===== src/rtl/agu_pkg.sv =====
// Package: shared encodings for the address generation unit.
// Assumes: the displacement kind field is two bits wide.
package agu_pkg;
    typedef enum logic [1:0] {
        DISP_NONE = 2'b00,
        DISP_BYTE = 2'b01,
        DISP_WORD = 2'b10,
        DISP_RSVD = 2'b11
    } disp_kind_e;
endpackage


===== src/rtl/agu_disp_ext.sv =====
// Module: agu_disp_ext
// Turns the raw displacement bits into an XLEN-wide signed term.
// Assumes: XLEN > DISP_W > SHORT_W; force_long overrides the kind field.
module agu_disp_ext #(
    parameter int XLEN    = 64,
    parameter int DISP_W  = 32,
    parameter int SHORT_W = 8
) (
    input  logic [1:0]        kind,
    input  logic              force_long,
    input  logic [DISP_W-1:0] raw,
    output logic [XLEN-1:0]   term
);
    import agu_pkg::*;

    logic [XLEN-1:0] long_ext;
    logic [XLEN-1:0] short_ext;
    disp_kind_e      kind_e;

    assign kind_e    = disp_kind_e'(kind);
    assign long_ext  = {{(XLEN-DISP_W){raw[DISP_W-1]}}, raw};
    assign short_ext = {{(XLEN-SHORT_W){raw[SHORT_W-1]}}, raw[SHORT_W-1:0]};

    // Pick the displacement width requested, or zero.
    always_comb begin
        if (force_long) begin
            term = long_ext;
        end else begin
            case (kind_e)
                DISP_BYTE: term = short_ext;
                DISP_WORD: term = long_ext;
                default:   term = '0;
            endcase
        end
    end
endmodule


===== src/rtl/agu_index_scale.sv =====
// Module: agu_index_scale
// Produces the scaled index term: the index shifted left by the scale code,
// or zero when the index is disabled, suppressed or names the reserved register.
// Assumes: the scale code is a plain shift count (0 .. 2**SCALE_W-1).
module agu_index_scale #(
    parameter int XLEN         = 64,
    parameter int RNUM_W       = 4,
    parameter int NO_INDEX_NUM = 4,
    parameter int SCALE_W      = 2
) (
    input  logic               en,
    input  logic               suppress,
    input  logic [RNUM_W-1:0]  num,
    input  logic [XLEN-1:0]    val,
    input  logic [SCALE_W-1:0] scale,
    output logic [XLEN-1:0]    term
);
    localparam int NSCALE = 1 << SCALE_W;
    localparam logic [RNUM_W-1:0] RESERVED = RNUM_W'(NO_INDEX_NUM);

    logic [XLEN-1:0] shifted [NSCALE];
    logic            use_index;

    // One shifted copy of the index per legal scale code.
    for (genvar g = 0; g < NSCALE; g++) begin : g_shift
        assign shifted[g] = val << g;
    end

    assign use_index = en && !suppress && (num != RESERVED);

    // Select the scaled copy or drop the term.
    always_comb begin
        term = use_index ? shifted[scale] : '0;
    end
endmodule


===== src/rtl/agu_sum.sv =====
// Module: agu_sum
// Three-operand adder for the address terms; carries out of the top bit are dropped.
// Assumes: wraparound modulo 2**XLEN is the wanted behaviour.
module agu_sum #(
    parameter int XLEN = 64
) (
    input  logic [XLEN-1:0] a,
    input  logic [XLEN-1:0] b,
    input  logic [XLEN-1:0] c,
    output logic [XLEN-1:0] sum
);
    // Combine the three terms in one combinational step.
    always_comb begin
        sum = a + b + c;
    end
endmodule


===== src/rtl/agu_core.sv =====
// Module: agu_core
// Effective address generator: base + (index << scale) + displacement in one
// registered stage, with a memory-request path and a separate address-only path.
// Assumes: register reads and decode happen upstream; synchronous active-low reset.
module agu_core #(
    parameter int XLEN         = 64,
    parameter int RNUM_W       = 4,
    parameter int NO_INDEX_NUM = 4
) (
    input  logic              clk,
    input  logic              rst_n,
    input  logic              in_valid,
    input  logic              lea_op,
    input  logic              base_en,
    input  logic [XLEN-1:0]   base_val,
    input  logic              index_en,
    input  logic [RNUM_W-1:0] index_num,
    input  logic [XLEN-1:0]   index_val,
    input  logic [1:0]        scale_code,
    input  logic [1:0]        disp_kind,
    input  logic [31:0]       disp_raw,
    input  logic              pc_rel,
    input  logic [XLEN-1:0]   next_pc,
    output logic              out_valid,
    output logic              mem_req,
    output logic [XLEN-1:0]   mem_addr,
    output logic              lea_wr,
    output logic [XLEN-1:0]   lea_result
);
    logic [XLEN-1:0] base_term;
    logic [XLEN-1:0] index_term;
    logic [XLEN-1:0] disp_term;
    logic [XLEN-1:0] ea_sum;

    // Base term: next-instruction address in relative mode, else the base or zero.
    always_comb begin
        if (pc_rel)       base_term = next_pc;
        else if (base_en) base_term = base_val;
        else              base_term = '0;
    end

    agu_index_scale #(
        .XLEN(XLEN), .RNUM_W(RNUM_W), .NO_INDEX_NUM(NO_INDEX_NUM), .SCALE_W(2)
    ) u_index (
        .en(index_en), .suppress(pc_rel), .num(index_num),
        .val(index_val), .scale(scale_code), .term(index_term)
    );

    agu_disp_ext #(
        .XLEN(XLEN), .DISP_W(32), .SHORT_W(8)
    ) u_disp (
        .kind(disp_kind), .force_long(pc_rel), .raw(disp_raw), .term(disp_term)
    );

    agu_sum #(.XLEN(XLEN)) u_sum (
        .a(base_term), .b(index_term), .c(disp_term), .sum(ea_sum)
    );

    // Output stage: strobes follow the request, each result port loads only for its kind.
    always_ff @(posedge clk) begin
        if (!rst_n) begin
            out_valid  <= 1'b0;
            mem_req    <= 1'b0;
            lea_wr     <= 1'b0;
            mem_addr   <= '0;
            lea_result <= '0;
        end else begin
            out_valid <= in_valid;
            mem_req   <= in_valid && !lea_op;
            lea_wr    <= in_valid && lea_op;
            if (in_valid && !lea_op) mem_addr   <= ea_sum;
            if (in_valid && lea_op)  lea_result <= ea_sum;
        end
    end

    assert_valid_follows_R8: assert property (@(posedge clk) disable iff (!rst_n)
        in_valid |=> out_valid);
    assert_idle_quiet_R8: assert property (@(posedge clk) disable iff (!rst_n)
        !in_valid |=> (!out_valid && !mem_req && !lea_wr));
    assert_strobe_excl_R7: assert property (@(posedge clk) disable iff (!rst_n)
        !(mem_req && lea_wr));
    assert_lea_keeps_addr_R7: assert property (@(posedge clk) disable iff (!rst_n)
        lea_wr |-> $stable(mem_addr));
    assert_mem_keeps_lea_R7: assert property (@(posedge clk) disable iff (!rst_n)
        mem_req |-> $stable(lea_result));
    assert_empty_terms_R1: assert property (@(posedge clk) disable iff (!rst_n)
        (in_valid && !lea_op && !pc_rel && !base_en && !index_en && disp_kind == 2'b00)
        |=> (mem_addr == '0));
endmodule


===== config.mk =====
export PLATFORM = sky130hd
export DESIGN_NAME = agu_core
export DESIGN_NICKNAME = d
export VERILOG_FILES = /design/src/rtl/agu_pkg.sv /design/src/rtl/agu_disp_ext.sv /design/src/rtl/agu_index_scale.sv /design/src/rtl/agu_sum.sv /design/src/rtl/agu_core.sv
export SDC_FILE = /design/constraint.sdc
export NUM_CORES = 1
export LEC_CHECK = 0
export BUFFER_PORTS_ARGS = -buffer_cell sky130_fd_sc_hd__buf_2
export CORE_MARGIN = 10
export CORE_UTILIZATION = 50
export DETAILED_ROUTE_END_ITERATION = 10
export PLACE_DENSITY = 0.89
export SLEW_MARGIN = 10
export SYNTH_ARGS = -nofsm -noshare
export SYNTH_HDL_FRONTEND = slang
export SYNTH_HIERARCHICAL = 1
export SYNTH_SLANG_ARGS = --single-unit

===== constraint.sdc =====
create_clock -name clk -period 5.98 [get_ports clk]
set_clock_uncertainty 0.05 [all_clocks]
set_input_delay 1.794 -clock clk [delete_from_list [all_inputs] [get_ports clk]]
set_output_delay 1.794 -clock clk [all_outputs]
set_load 0.1 [all_outputs]

==> run metrics, run 1 <==
routability cong. 0.948; Final #Nets 2348; Post-Syn Area per Cell 9.28 um2; DRC 0; critical path class input port to flop; EDFF count, synth 0; total CTS buffers 17; met3 WL 3320 um; worst-path fanout max 14; Setup violations, final 0; Slew @ Worst Pin 0.975 ns; largest family of logic cells by synthesized area multiplexers; Skew-Pair Late Insertion Delay 0.41 ns; first-pass GRT wire length 73200 um; port bufs 369; WL/cell 20.1 um; Peak VDD IR 0.000193 V; Max-Slew Margin vs Limit 35.0%; Post-Route Setup TNS 0 ns; top_reg_cell synth dfxtp_1; worst slack at placement -0.273 ns; clk buf depth 2; starting density of the core 50.9%; startpoint types input port; Site Rows 60; chip height 186 um; Avg Vias per Cell 5.72; DR vias 13400; syn_nets 1846; sequential-to-total area share from yosys stat 19.1%; core box area 0.0270 mm2; Compound-Gate Fraction of Synth Area 16.7%; CTS sink cnt 131; Crit path arrival time 6.08 ns; largest net degree at the start of global routing 142; Hold WC Path Type flop to flop; cell count after synthesis 1479; Hold Fails Final Rpt 0; Die W 186 um; post-synthesis mux area share 19.4%; CTS root buffer clkbuf_16; Detail Placement HPWL 39300 um; YS warnings 6; Congestion Overflow GR 0; fraction of layout cells with a size suffix above 1 38.2%; static leakage 8.63 nW; met2 routed WL 22000 um; fin crit period 5.79 ns; drt first pass iters 5; Syn Std Cell Area 0.0137 mm2; CTS H-tree depth 4; 1st-iter DRT viols 1091; RSZ-0062 raised after global routing no; post-route setup slack 0.186 ns; TritonCTS clock tree built; DRT antenna net count 0; fraction of registers with async set/reset 0%; DRT Wirelength 46900 um; initial antenna violation count 3; Ports 370; XOR/XNOR Fraction of Synth Area 3.96%; Max Cap Viol 0; Post-Synth Simple-Gate Area 17.5%; fin crit share 96.9%; number of global-route vias before repair 13800; adder-cell share of the synthesized area 15.2%; required time of the critical path 6.26 ns; Netlist cell types 82; design area 0.0176 mm2; Max Used Layer met4; die area 0.0345 mm2; Clk pin slew, worst setup/hold paths 0.05 ns; status complete, no violations; Fmax 173 MHz; Core Util, Final 65.4%; Slew Viols, Final 0; #FFs+latches synth 131; placed cell areas 0.0170 mm2; critical path endpoint category flop; Pwr Density 296 mW/mm2; hold_buf cts 0; area delta synth->final 28.4%; M1 WL 20500 um; Total GRT Usage 26.5%
-- path summary, 6_finish.rpt --
path | startpoint | end | slack [ns] | cells after the start
setup / recovery | index_num[1] | lea_result[60] | 0.19 | 19
hold / removal | mem_addr[58] | mem_addr[58] | 0.40 | 2
setup reg to reg | lea_result[43] | lea_result[43] | 5.22 | 2
hold reg to reg | mem_addr[58] | mem_addr[58] | 0.40 | 2
-- registers in the layout, summed over array words and instances, names as in the netlist --
| register | count |
|---|---|
| lea_result | 64 |
| lea_wr | 1 |
| mem_req | 1 |
| out_valid | 1 |
| mem_addr | 64 |
-- critical path, stage by stage --
cell and delay (ns):
buf_2 0.09, or4b_1 0.59, nand3b_4 0.16, buf_4 0.16, buf_12 0.14, nor2b_1 0.06
fa_1 0.46, ha_1 0.36, nand2_1 0.09, nor3_1 0.25, a21boi_2 0.27, o311a_1 0.24
o21ai_2 0.10, nor3_4 0.20, o31ai_4 0.13, o31ai_1 0.49, xor2_1 0.24, nand2_1 0.10
mux2i_1 0.14
-- Yosys cell counts (all sizes together) (4+ instances only) --
library cell	count	area share [%]
xor2	29	1.9
o21bai	16	0.90
mux4	60	9.8
nand3b	25	1.4
inv	23	0.63
nor2b	67	3.1
nand4	23	1.0
o31ai	4	0.42
fa	64	9.3
nand3	32	1.5
buf	109	6.6
clkbuf	33	0.90
dfxtp	131	19
and2	6	0.29
nor2	37	1.0
a31oi	9	0.41
xnor2	33	2.1
a21boi	12	0.71
a21o	45	2.5
or3	6	0.27
mux2i	131	9.6
o21a	8	0.50
a211oi	9	0.60
a21oi	68	2.5
and3	7	0.32
a211o	4	0.26
a22o	62	4.0
ha	64	5.8
a221o	4	0.29
nor3	14	0.63
nand2	263	7.2
o21ai	45	1.8
-- cell type report --
class / instances / area, um2
Antenna cell: 3 / 7.51
Clock buffer: 21 / 450
Clock inverter: 10 / 109
Fill cell: 2176 / 9320
Inverter: 23 / 86.3
Multi-Input combinational cell: 1183 / 10000
Sequential cell: 131 / 2620
Tap cell: 341 / 427
Timing Repair Buffer: 625 / 3880
-- where the power goes --
group          internal (W)  leakage (nW)  total (W)  switching, W
clock network      0.000619         0.273   0.000991      0.000372
logic               0.00112          7.29    0.00318       0.00206
registers          0.000989          1.07    0.00105     0.0000619
-- metrics by stage --
step,cells,hold WS [ns],power [W]
5_1_grt,2337,0.415,0.00547
2_1_floorplan,1479,0.831,0.00314
6_report,2337,0.403,0.00522
4_1_cts,2333,0.405,0.00518
3_5_place_dp,2302,0.394,0.00419
3_3_place_gp,2302,0.389,0.00414
-- cell usage in the layout (no fill, tap or decap), types with 11 or more instances in the layout --
master,count
xnor2_1,33
clkbuf_16,17
a21o_1,45
nand4_1,23
nand3_1,21
o21ai_0,28
buf_2,367
o21ai_1,11
ha_1,64
inv_1,23
a22o_1,62
buf_4,248
mux4_2,60
nor2_1,36
nor2b_1,65
mux2i_1,131
dfxtp_1,131
nand3b_1,24
a21oi_1,65
xor2_1,28
nand2_1,262
o21bai_1,14
nor3_1,12
fa_1,64
-- layer usage --
| metal | GRT usage (%) | vias to the layer above |
|---|---|---|
| met1 | 35.2 | 6408 |
| met2 | 43.7 | 569 |
| met3 | 3.90 | 81 |
| met5 | 0 | - |
| li1 | - | 6301 |
| met4 | 7.55 | 0 |
-- kinds of logic after synthesis --
group / Yosys count
muxes: 191
and+or+nand+nor: 491
xor gates and xnor gates: 62
adders and majority gates: 128
AOI/OAI and AO/OA: 311
buffers and inverters: 165
DFF: 131
-- repair_timing --
action,in CTS,in global routing
setup buffers,0,1
gates resized for setup,0,10
setup endpoints to repair,0,47
No activity file was read; power rests on OpenSTA's default activity.
==> run 2: changes to the inputs <==
- CORE_UTILIZATION: 50 -> 25
- PLACE_DENSITY: 0.89 -> 0.55
==> run 2 against run 1 <==
Register-to-register slack worse by 0.05 ns. Critical path depth is 1 lower. Flip-flop and latch count stayed put. Largest power group unchanged.
==> run metrics, run 2 (synthesized netlist as in run 1, its figures left out) <==
status complete, no violations; clk buf depth 2; Fmax 176 MHz; Avg Vias per Cell 4.77; drt first pass iters 4; Regs by FF count lea_result (64), mem_addr (64); CTS root buffer clkbuf_16; initial antenna violation count 28; Clk pin slew, worst setup/hold paths 0.06 ns; proportion of power drawn by combinational gates 59.6%; TritonCTS clock tree built; Final #Nets 2377; Design Power 0.00545 W; DRT antenna net count 0; critical path endpoint category flop; 1st-iter DRT viols 722; die area 0.0647 mm2; Skew-Pair Late Insertion Delay 0.42 ns; most frequent cells in the layout 366 x buf_2, 274 x buf_4, 262 x nand2_1; CTS sink cnt 131; largest net degree at the start of global routing 116; Slew Viols, Final 0; static leakage 8.85 nW; number of global-route vias before repair 13500; Pwr Density 295 mW/mm2; Layout fillers 5544; DRC 0; Total GRT Usage 16.1%; Ports 370; Congestion Overflow GR 0; total CTS buffers 17; Slew @ Worst Pin 1.19 ns; Sequential Power Share 19.6%; Crit path arrival time 5.99 ns; starting density of the core 25.4%; DR vias 13000; Worst Min Path Start lea_result[39]; Net Sw Frac 47.2%; fraction of layout cells with a size suffix above 1 39.1%; routability cong. 0.900; Crit Reg-Reg Startpoint mem_addr[43]; Core Util, Final 34.1%; Setup violations, final 0; Max-Slew Margin vs Limit 20.9%; RSZ-0062 raised after global routing no; Detail Placement HPWL 46200 um; area delta synth->final 34.3%; Psw 0.00257 W; Hold Fails Final Rpt 0; worst-path fanout max 4; fin crit share 95.2%; Die W 254 um; clock share of power 20.8%; Max Cap Viol 0; Cell Int Power 0.00288 W; startpoint types input port; fin crit period 5.69 ns; WL/cell 19.7 um; Site Rows 85; required time of the critical path 6.28 ns; DRT Wirelength 53900 um; launch point of the critical path index_num[1]; core box area 0.0541 mm2; most common cell after layout, fill and taps aside buf_2; chip height 254 um; critical path class input port to flop; CTS H-tree depth 4; Post-Route Setup TNS 0 ns; first-pass GRT wire length 80900 um; hold_buf cts 0; Peak VDD IR 0.000174 V; port bufs 369; Hold WC Path Type flop to flop
## run 2: per-layer routing
layer | track usage, % | vias to the layer above | wire, um
met5 | 0 | - | 181
met4 | 4.86 | 30 | 1310
met1 | 20.8 | 6273 | 24000
met2 | 26.6 | 272 | 25600
met3 | 3.32 | 76 | 2870
li1 | - | 6367 | -
## run 2: path summary, 6_finish.rpt
kind              slack, ns  cells past startpoint              to
setup / recovery       0.29                     18    mem_addr[59]
hold / removal         0.40                      2  lea_result[39]
setup reg to reg       5.17                      2    mem_addr[43]
hold reg to reg        0.40                      2  lea_result[39]
## run 2: layout make-up
cell class	count	area (um2)	area share, %
Tap cell	696	871	4.72
Inverter	23	86.3	0.468
Antenna cell	13	32.5	0.176
Sequential cell	131	2620	14.2
Timing Repair Buffer	654	4170	22.6
Clock buffer	18	439	2.38
Multi-Input combinational cell	1183	10000	54.3
Clock inverter	14	200	1.09
## run 2: repair_timing
item	CTS	global route
gates resized for setup	0	7
buffers inserted	0	3
endpoints found under the setup margin	0	20
## run 2: critical path, stage by stage
cell	delay, ns
buf_2	0.09
or4b_1	0.57
nand3b_4	0.14
nor3_1	0.09
fa_1	0.48
ha_1	0.24
fa_1	0.46
a211oi_2	0.26
o21ai_1	0.17
a211oi_2	0.28
o21ai_2	0.11
a311oi_4	0.30
o21a_2	0.25
o21bai_1	0.09
a31oi_1	0.20
xnor2_1	0.18
nand2_1	0.11
mux2i_1	0.16
## run 2: power groups by stage
stage | sequential (W) | combinational (W) | clock, W
2_1_floorplan | 0.00188 | 0.00127 | 0
3_3_place_gp | 0.00108 | 0.00322 | 0
3_5_place_dp | 0.00108 | 0.00324 | 0
4_1_cts | 0.00107 | 0.00325 | 0.00115
5_1_grt | 0.00108 | 0.00348 | 0.00119
6_report | 0.00107 | 0.00325 | 0.00113
## run 2: per-stage QoR
stage,cell area [um2],worst slack [ns],hold WS [ns],instances
floorplan,13700,0.0827,0.831,1479
global route,18400,0.0195,0.423,2729
finish,18400,0.289,0.401,2732
detailed placement,17700,-0.265,0.393,2683
CTS,18300,0.160,0.404,2715
global placement,17700,-0.264,0.388,2683
==> run 3: changes to the inputs <==
- PLACE_DENSITY: 0.55 -> 0.52
==> run 3 against run 2 <==
Hold slack better by 0.0025 ns. Flip-flop and latch count unchanged. Global-route usage increased by 0.060 points. Non-clock buffer count fell by 8. Final cell count fell by 0.26%. Setup slack improved by 0.015 ns. Sequential share of layout area increased by 0.063 points. Clock power down 4%. Critical path depth grew 1. Highest routed layer unchanged.
==> run metrics, run 3 (synthesized netlist as in run 1, its figures left out) <==
CTS H-tree depth 4; Pwr Density 293 mW/mm2; Regs by FF count lea_result (64), mem_addr (64); worst reg-to-reg path cell count 2; Skew-Pair Late Insertion Delay 0.42 ns; Ports 370; Hold Slack 0.404 ns; fin crit period 5.68 ns; number of global-route vias before repair 13600; DRT antenna net count 0; chip height 254 um; gr busiest metal met2; Hold WC Path Type flop to flop; initial antenna violation count 22; static leakage 8.78 nW; Clk pin slew, worst setup/hold paths 0.06 ns; WL/cell 19.9 um; reg2reg setup slack 5.23 ns; first-pass GRT wire length 81300 um; Slew @ Worst Pin 1.14 ns; hold path depth 2; Avg Vias per Cell 4.79; Max-Slew Margin vs Limit 23.9%; core box area 0.0541 mm2; Fmax 176 MHz; most frequent cells in the layout 367 x buf_2, 264 x buf_4, 262 x nand2_1; post-route setup slack 0.304 ns; WHS Endpoint lea_result[62]; DRT Wirelength 54100 um; DRC 0; port bufs 369; Total GRT Usage 16.2%; final cell count without fillers 2725; area delta synth->final 33.7%; Peak VDD IR 0.000228 V; Die W 254 um; worst-path fanout max 22; largest net degree at the start of global routing 93; startpoint types input port; Post-Route Setup TNS 0 ns; Core Util, Final 33.9%; Crit Reg-Reg Startpoint lea_result[39]; Hold Fails Final Rpt 0; total CTS buffers 17; drt first pass iters 8; met1 Use GR 21.3%; CTS sink cnt 131; required time of the critical path 6.20 ns; fraction of layout cells with a size suffix above 1 38.9%; die area 0.0647 mm2; status complete, no violations; Worst R2R End lea_result[39]; DR vias 13100; Slew Viols, Final 0; critical path class input port to flop; critical path endpoint category flop; dpl cells 2678; met3 global-route usage 2.33%; Max Cap Viol 0; TritonCTS clock tree built; Crit path arrival time 5.89 ns; routability cong. 0.900; Site Rows 85; Congestion Overflow GR 0; RSZ-0062 raised after global routing no; CTS root buffer clkbuf_16; Setup violations, final 0; 1st-iter DRT viols 584; starting density of the core 25.4%; Detail Placement HPWL 46700 um; clk buf depth 2; met2 usage 27.4%; worst slack at placement -0.520 ns; Final #Nets 2369; Worst Min Path Start lea_result[62]; fin crit share 94.9%; most common cell after layout, fill and taps aside buf_2
-- run 3: cell types whose count changed in the layout (fill, tap and decap cells not counted), moves of 2 or more --
cell | before | now
clkinv_4 | 5 | 2
clkinvlp_4 | 0 | 2
buf_4 | 274 | 264
buf_12 | 11 | 14
inv_6 | 3 | 5
-- run 3: power by group --
group | internal (W) | switching [W] | total (W)
clock network | 0.000662 | 0.000419 | 0.00108
registers | 0.000988 | 0.0000703 | 0.00106
logic | 0.00116 | 0.00209 | 0.00325
total | 0.00281 | 0.00258 | 0.00539
-- run 3: cell type report --
cell class	instances	area, um2
fillers	5618	35800
diodes	14	35.0
flip-flops and latches	131	2620
multi-input cells	1183	10000
repair buffers	646	4110
clock inverters	14	176
inverters	23	86.3
clock buffers	18	429
well taps	696	871
-- run 3: stage by stage --
stage          cell area, um2  power, W
6_report                18400   0.00539
5_1_grt                 18300   0.00569
3_5_place_dp            17700   0.00433
2_1_floorplan           13700   0.00314
3_3_place_gp            17700   0.00431
4_1_cts                 18300   0.00543
-- run 3: worst max-delay path by stage --
| stage | startpoint | endpoint | slack, ns | cells after the start |
|---|---|---|---|---|
| after floorplan | index_num[1] | lea_result[59] | 0.08 | 18 |
| after CTS | disp_kind[0] | lea_result[43] | 0.08 | 20 |
| after global routing | disp_kind[0] | mem_addr[55] | 0.02 | 19 |
| final | pc_rel | mem_addr[62] | 0.30 | 19 |
| after detailed placement | disp_kind[0] | lea_result[59] | -0.52 | 19 |
| after global placement | disp_kind[0] | mem_addr[59] | -0.39 | 19 |
-- run 3: routing by layer --
layer  vias to the layer above  wire [um]
met5                         -        108
met2                       256      26300
met3                        49       2430
met4                        16        824
li1                       6361          -
met1                      6371      24500
-- run 3: what timing repair did --
action,CTS,global route
setup endpoints to repair,10,23
setup buffers,0,1
resized for setup,1,7
hold buffers,0,0
cloned,0,0
pin swaps,0,2
-- run 3: worst max-delay path, cell delays in order --
cell and delay [ns]:
buf_2 0.17, buf_12 0.16, nor2b_4 0.23, buf_12 0.22, buf_4 0.20, a22o_1 0.23
fa_1 0.43, ha_1 0.33, a21o_1 0.21, a31oi_1 0.20, nor2_1 0.08, a211oi_2 0.25
o32ai_1 0.13, nor2_2 0.21, o21ai_2 0.14, or4b_1 0.51, and4_1 0.19, nand2_1 0.09
mux2i_1 0.08
